===== config.mk =====
export PLATFORM = sky130hd
export DESIGN_NAME = dma_bus_arbiter
export DESIGN_NICKNAME = d
export VERILOG_FILES = /design/src/rtl/dma_arb_pkg.sv /design/src/rtl/dma_arb_elig.sv /design/src/rtl/dma_arb_pick.sv /design/src/rtl/dma_arb_rr_ptr.sv /design/src/rtl/dma_bus_arbiter.sv
export SDC_FILE = /design/constraint.sdc
export NUM_CORES = 1
export LEC_CHECK = 0
export CORE_AREA = 2 2 39 41
export CTS_CLUSTER_DIAMETER = 80
export DETAILED_ROUTE_END_ITERATION = 7
export DIE_AREA = 0 0 41 43
export GPL_TIMING_DRIVEN = 0
export PLACE_DENSITY = 0.65
export SYNTH_ARGS = -nofsm -noshare
export SYNTH_HDL_FRONTEND = slang
export SYNTH_SLANG_ARGS = --single-unit

===== constraint.sdc =====
create_clock -name clk -period 2.05 [get_ports clk]
set_input_delay 0.5125 -clock clk [delete_from_list [all_inputs] [get_ports clk]]
set_output_delay 0.5125 -clock clk [all_outputs]
set_load 0.1 [all_outputs]

===== src/rtl/dma_arb_pkg.sv =====
package dma_arb_pkg;

  localparam int NCH = 2;

  typedef enum logic [1:0] {
    OWN_CPU = 2'd0,
    OWN_CH0 = 2'd1,
    OWN_CH1 = 2'd2
  } owner_e;

  // Channel index to owner code.
  function automatic owner_e f_ch_owner(input logic ch);
    return ch ? OWN_CH1 : OWN_CH0;
  endfunction

  // Choose a channel from a non-empty eligible set.
  // Fixed ranking: channel 0 first. Round robin: not the last one served.
  function automatic owner_e f_pick(input logic [NCH-1:0] elig,
                                    input logic rr,
                                    input logic last_ch1);
    if (elig == 2'b11) begin
      if (rr) return f_ch_owner(!last_ch1);
      return OWN_CH0;
    end
    return elig[0] ? OWN_CH0 : OWN_CH1;
  endfunction

  // Owner code to one-hot grant {ch1, ch0, cpu}.
  function automatic logic [NCH:0] f_onehot(input owner_e o);
    logic [NCH:0] v;
    v = '0;
    case (o)
      OWN_CH0: v[1] = 1'b1;
      OWN_CH1: v[2] = 1'b1;
      default: v[0] = 1'b1;
    endcase
    return v;
  endfunction

endpackage


===== src/rtl/dma_arb_elig.sv =====
module dma_arb_elig
  import dma_arb_pkg::*;
(
  input  logic [NCH-1:0] req,
  input  logic [NCH-1:0] burst_mode,
  input  logic           unit_done,
  input  logic [NCH-1:0] blk_done,
  input  owner_e         owner,
  output logic [NCH-1:0] elig,
  output logic           burst_lock
);

  for (genvar i = 0; i < NCH; i++) begin : g_ch
    logic own_i;
    assign own_i   = (owner == f_ch_owner(i[0]));
    // A channel finishing its block at this boundary drops out.
    assign elig[i] = req[i] & ~(unit_done & blk_done[i] & own_i);
  end

  assign burst_lock = |(elig & burst_mode);

endmodule


===== src/rtl/dma_arb_pick.sv =====
module dma_arb_pick
  import dma_arb_pkg::*;
(
  input  owner_e         owner,
  input  logic           unit_done,
  input  logic [NCH-1:0] elig,
  input  logic [NCH-1:0] burst_mode,
  input  logic           burst_lock,
  input  logic           rr_mode,
  input  logic           rr_last_ch1,
  output logic           boundary,
  output owner_e         next_owner
);

  logic cur_steal;

  assign boundary = (owner == OWN_CPU) | unit_done;

  always_comb begin
    case (owner)
      OWN_CH0: cur_steal = ~burst_mode[0];
      OWN_CH1: cur_steal = ~burst_mode[1];
      default: cur_steal = 1'b0;
    endcase
  end

  always_comb begin
    if (!boundary)
      next_owner = owner;
    else if (elig == '0)
      next_owner = OWN_CPU;
    else if (cur_steal && !burst_lock)
      next_owner = OWN_CPU;
    else
      next_owner = f_pick(elig, rr_mode, rr_last_ch1);
  end

endmodule


===== src/rtl/dma_arb_rr_ptr.sv =====
module dma_arb_rr_ptr
  import dma_arb_pkg::*;
#(
  parameter logic RESET_LAST_CH1 = 1'b1
) (
  input  logic   clk,
  input  logic   rst_n,
  input  logic   boundary,
  input  owner_e next_owner,
  output logic   last_ch1
);

  always_ff @(posedge clk) begin
    if (!rst_n)
      last_ch1 <= RESET_LAST_CH1;
    else if (boundary && next_owner != OWN_CPU)
      last_ch1 <= (next_owner == OWN_CH1);
  end

endmodule


===== src/rtl/dma_bus_arbiter.sv =====
module dma_bus_arbiter
  import dma_arb_pkg::*;
#(
  parameter logic RESET_LAST_CH1 = 1'b1
) (
  input  logic       clk,
  input  logic       rst_n,
  input  logic [1:0] req,
  input  logic [1:0] burst_mode,
  input  logic       rr_mode,
  input  logic       unit_done,
  input  logic [1:0] blk_done,
  output logic [2:0] gnt,
  output logic       cyc_start
);

  owner_e         owner_q;
  owner_e         next_owner;
  logic [NCH-1:0] elig;
  logic           burst_lock;
  logic           boundary;
  logic           rr_last_ch1;
  logic           cs_q;

  dma_arb_elig u_elig (
    .req        (req),
    .burst_mode (burst_mode),
    .unit_done  (unit_done),
    .blk_done   (blk_done),
    .owner      (owner_q),
    .elig       (elig),
    .burst_lock (burst_lock)
  );

  dma_arb_pick u_pick (
    .owner       (owner_q),
    .unit_done   (unit_done),
    .elig        (elig),
    .burst_mode  (burst_mode),
    .burst_lock  (burst_lock),
    .rr_mode     (rr_mode),
    .rr_last_ch1 (rr_last_ch1),
    .boundary    (boundary),
    .next_owner  (next_owner)
  );

  dma_arb_rr_ptr #(.RESET_LAST_CH1(RESET_LAST_CH1)) u_rr (
    .clk        (clk),
    .rst_n      (rst_n),
    .boundary   (boundary),
    .next_owner (next_owner),
    .last_ch1   (rr_last_ch1)
  );

  always_ff @(posedge clk) begin
    if (!rst_n) begin
      owner_q <= OWN_CPU;
      cs_q    <= 1'b0;
    end else begin
      owner_q <= next_owner;
      cs_q    <= boundary && (next_owner != OWN_CPU);
    end
  end

  assign gnt       = f_onehot(owner_q);
  assign cyc_start = cs_q;

endmodule


==> results.sh <==
export IMPL_status="complete, no violations"
export IMPL_clkTransAtPathRegs_ns=0.03
export IMPL_grt_pass1_vias=308
export IMPL_reg2reg_from="owner_q[1]"
export IMPL_drive_above_1_share_pct=28.57
export IMPL_grt_pass1_wl_um=1083
export IMPL_wl_met1_um=333
export IMPL_grt_max_degree=6
export IMPL_cts_buffers=3
export IMPL_hold_end="owner_q[0]"
export IMPL_finalClockSkew_ns=0.006888
export IMPL_highest_layer="met3"
export IMPL_drt_iter0_drc=1
export IMPL_fin_crit_sh_pct=95.19
export IMPL_area_growth_pct=40.71
export IMPL_die_area_um2=1763
export IMPL_synth_seq_cells=4
export IMPL_ff2ff_path_depth=6
export IMPL_power_leakage_nw=0.2252
export IMPL_grt_ovfl_total=0
export IMPL_clock_sinks=4
export IMPL_place_inst=69
export IMPL_final_hold_violation_count=0
export IMPL_p_total_w=0.0003434
export IMPL_drt_total_wl_um=764
export IMPL_maxSlewViolCount=0
export IMPL_final_nets=72
export IMPL_crit_chain="inv_1, ha_1, buf_4, buf_2"
export IMPL_critPathKind="reg -> out"
export IMPL_holdPathStages=2
export IMPL_p_per_area_nw_per_um2=625.1
export IMPL_ant_nets=0
export IMPL_clock_root_buffer="clkbuf_4"
export IMPL_layout_min_cycle_time_ns=1.951
export IMPL_place_gp_congestion=0.7363
export IMPL_crit_arrival_ns=1.44
export IMPL_cp_start_kind="register"
export IMPL_grt_usage_pct=8.936
export IMPL_cts_max_path_buffers=2
export IMPL_cts_tree="built"
export IMPL_wl_per_cell_um=10.61
export IMPL_yosysUniqueCellTypes=21
export IMPL_rrSetupSlack_ns=0.56
export IMPL_cp_max_fo=3
export IMPL_maxCapViolCount=0
export IMPL_synthesis_nets=54
export IMPL_dr_wl_met2_um=369
export IMPL_ys_warn_count=0
export IMPL_syn_area_per_cell_um2=9.759
export IMPL_place_ws_ns=-0.3984
export IMPL_syn_area_um2=390.4
export IMPL_critPathBufInv=3
export IMPL_netSwitchingPower_w=0.0001373
export IMPL_n_antenna_cell=0
export IMPL_die_w_um=41
export IMPL_drt_vias_per_instance=4.458
export IMPL_netlist_instances=40
export IMPL_clk_latency_ns=0.24
export IMPL_hpwl_um=633.2
export IMPL_dr_wl_met3_um=61
export IMPL_critPathTopFamily="buffers and inverters"
export IMPL_r2r_end="cyc_start"
export IMPL_htree_levels=1
export IMPL_ir_drop_mv=0.2718
export IMPL_p_int_w=0.0002060
export IMPL_fmax_mhz=512.5
export IMPL_seqPwrFrac_pct=26.3
export IMPL_core_area_um2=1384
export IMPL_synth_seq_area_share_pct=20.51
export IMPL_cts_setup_buffers=0
export IMPL_drc_errors=0
export IMPL_max_slew_worst_pin_slew_ns=0.9452
export IMPL_endpoint_kind="primary output"
export IMPL_ios=14
export IMPL_swShare_pct=39.99
export IMPL_hp_start="owner_q[0]"
export IMPL_crit_required_ns=1.54
export IMPL_start_util_pct=28.21
export IMPL_power_frac_comb_pct=45.6
export IMPL_antenna_found_initial=0
export IMPL_numPortBuffers=13
export IMPL_crit_path_top_delay_cell="buf_2"
export IMPL_critPathMaxStageDelay_ns=0.41
export IMPL_die_h_um=43
export IMPL_setup_viol=0
export IMPL_p_clk_share_pct=28.1
export IMPL_hp_class="reg -> reg"
export IMPL_rows=14
export IMPL_setup_slack_ns=0.09870
export IMPL_slew_headroom_pct=37.24
export IMPL_first_pass_iters=2
export IMPL_vias=321
export IMPL_rsz0062_at_grt="no"
export IMPL_final_cell_count_no_fill=72
## synthesized netlist by cell type (all sizes together)
cell | count | area [µm²]
a21oi | 2 | 10.01
nand2b | 2 | 20.02
o2111ai | 1 | 26.28
inv | 4 | 15.01
nor2b | 4 | 25.02
and3 | 2 | 17.52
nand4b | 1 | 23.77
dfxtp | 4 | 80.08
a211oi | 1 | 12.51
nor2 | 2 | 7.510
o221ai | 2 | 41.29
nand2 | 4 | 15.01
nand3 | 2 | 10.01
ha | 4 | 50.05
a2bb2oi | 1 | 8.760
or2 | 1 | 6.260
buf | 2 | 15.01
and2 | 1 | 6.260
## per-stage QoR
stage               instance area, µm²  hold slack, ns  setup TNS, ns  util (%)
floorplan                        390.4          0.4536              0         -
global placement                 540.5          0.4766         -1.098     39.06
detailed placement               540.5          0.4849         -1.144     39.06
CTS                              546.8          0.4900              0     39.51
global route                     549.3          0.5124              0     39.69
finish                           549.3          0.4811              0     39.69
## kinds of logic after synthesis
kind of cell / after synthesis / synth area share [%]
fa+ha+maj: 4 / 12.82
compound gates: 7 / 25.32
simple gates: 19 / 33.65
flops: 4 / 20.51
buf+inv: 6 / 7.690
## power by group through the flow
stage                     Combinational (W)   Clock, W  Sequential (W)
after floorplan                    0.000104          0        0.000106
after global placement             0.000162          0       0.0000912
after detailed placement           0.000163          0       0.0000916
after CTS                          0.000156  0.0000986       0.0000905
after global routing               0.000166   0.000103       0.0000910
final                              0.000157  0.0000964       0.0000904
## worst max path at each step
stage,startpoint,end,slack [ns],cells past startpoint
after floorplan,owner_q[0],gnt[0],0.24,3
after global placement,owner_q[0],gnt[0],-0.38,4
after detailed placement,owner_q[0],gnt[0],-0.40,4
after CTS,owner_q[0],gnt[0],0.06,4
after global routing,owner_q[0],gnt[2],0.03,4
final,owner_q[0],gnt[2],0.1,4
## tightest hold or removal path, cell delays in order (launching register included)
cell and delay [ns]:
dfxtp_1 0.32, nand2_1 0.06, a21oi_1 0.05
## layout by cell type (no fill, tap or decap)
cell             count
nand2_1              4
o221ai_2             1
ha_1                 4
a211oi_2             1
nor2_1               2
o2111ai_4            1
dlygate4sd2_1        1
buf_4                2
and3_1               1
o221ai_4             1
clkbuf_4             4
a2bb2oi_1            1
dfxtp_1              4
nand2b_4             1
a21oi_1              2
buf_2                2
and2_1               1
nand4b_4             1
inv_1                4
and3_4               1
nand2b_1             1
or2_2                1
clkdlybuf4s50_1      9
nor2b_1              4
nand3_1              2
## repair_timing
action | CTS | global route
gates resized for setup | 16 | 1
pin swaps | 0 | 0
hold buffers | 0 | 0
endpoints found under the setup margin | 4 | 1
## area by class of cell
| class | count | area [µm²] |
|---|---|---|
| Tap cell | 16 | 20.02 |
| Buffer | 2 | 15.01 |
| Multi-Input combinational cell | 30 | 280.3 |
| Fill cell | 156 | 834.6 |
| Clock buffer | 3 | 22.52 |
| Sequential cell | 4 | 80.08 |
| Timing Repair Buffer | 13 | 116.4 |
| Inverter | 4 | 15.01 |
## sequential cells by signal, summed over array words and instances, names as in the netlist
register / cells
cyc_start: 1
owner_q: 2
u_rr.last_ch1: 1
## layer usage
| metal | vias to the layer above | GRT usage (%) |
|---|---|---|
| met3 | 0 | 3.141 |
| met1 | 139 | 9.003 |
| met4 | 0 | 2.000 |
| li1 | 171 | - |
| met5 | - | 0 |
| met2 | 11 | 16.25 |
No activity file was read; power rests on OpenSTA's default activity.
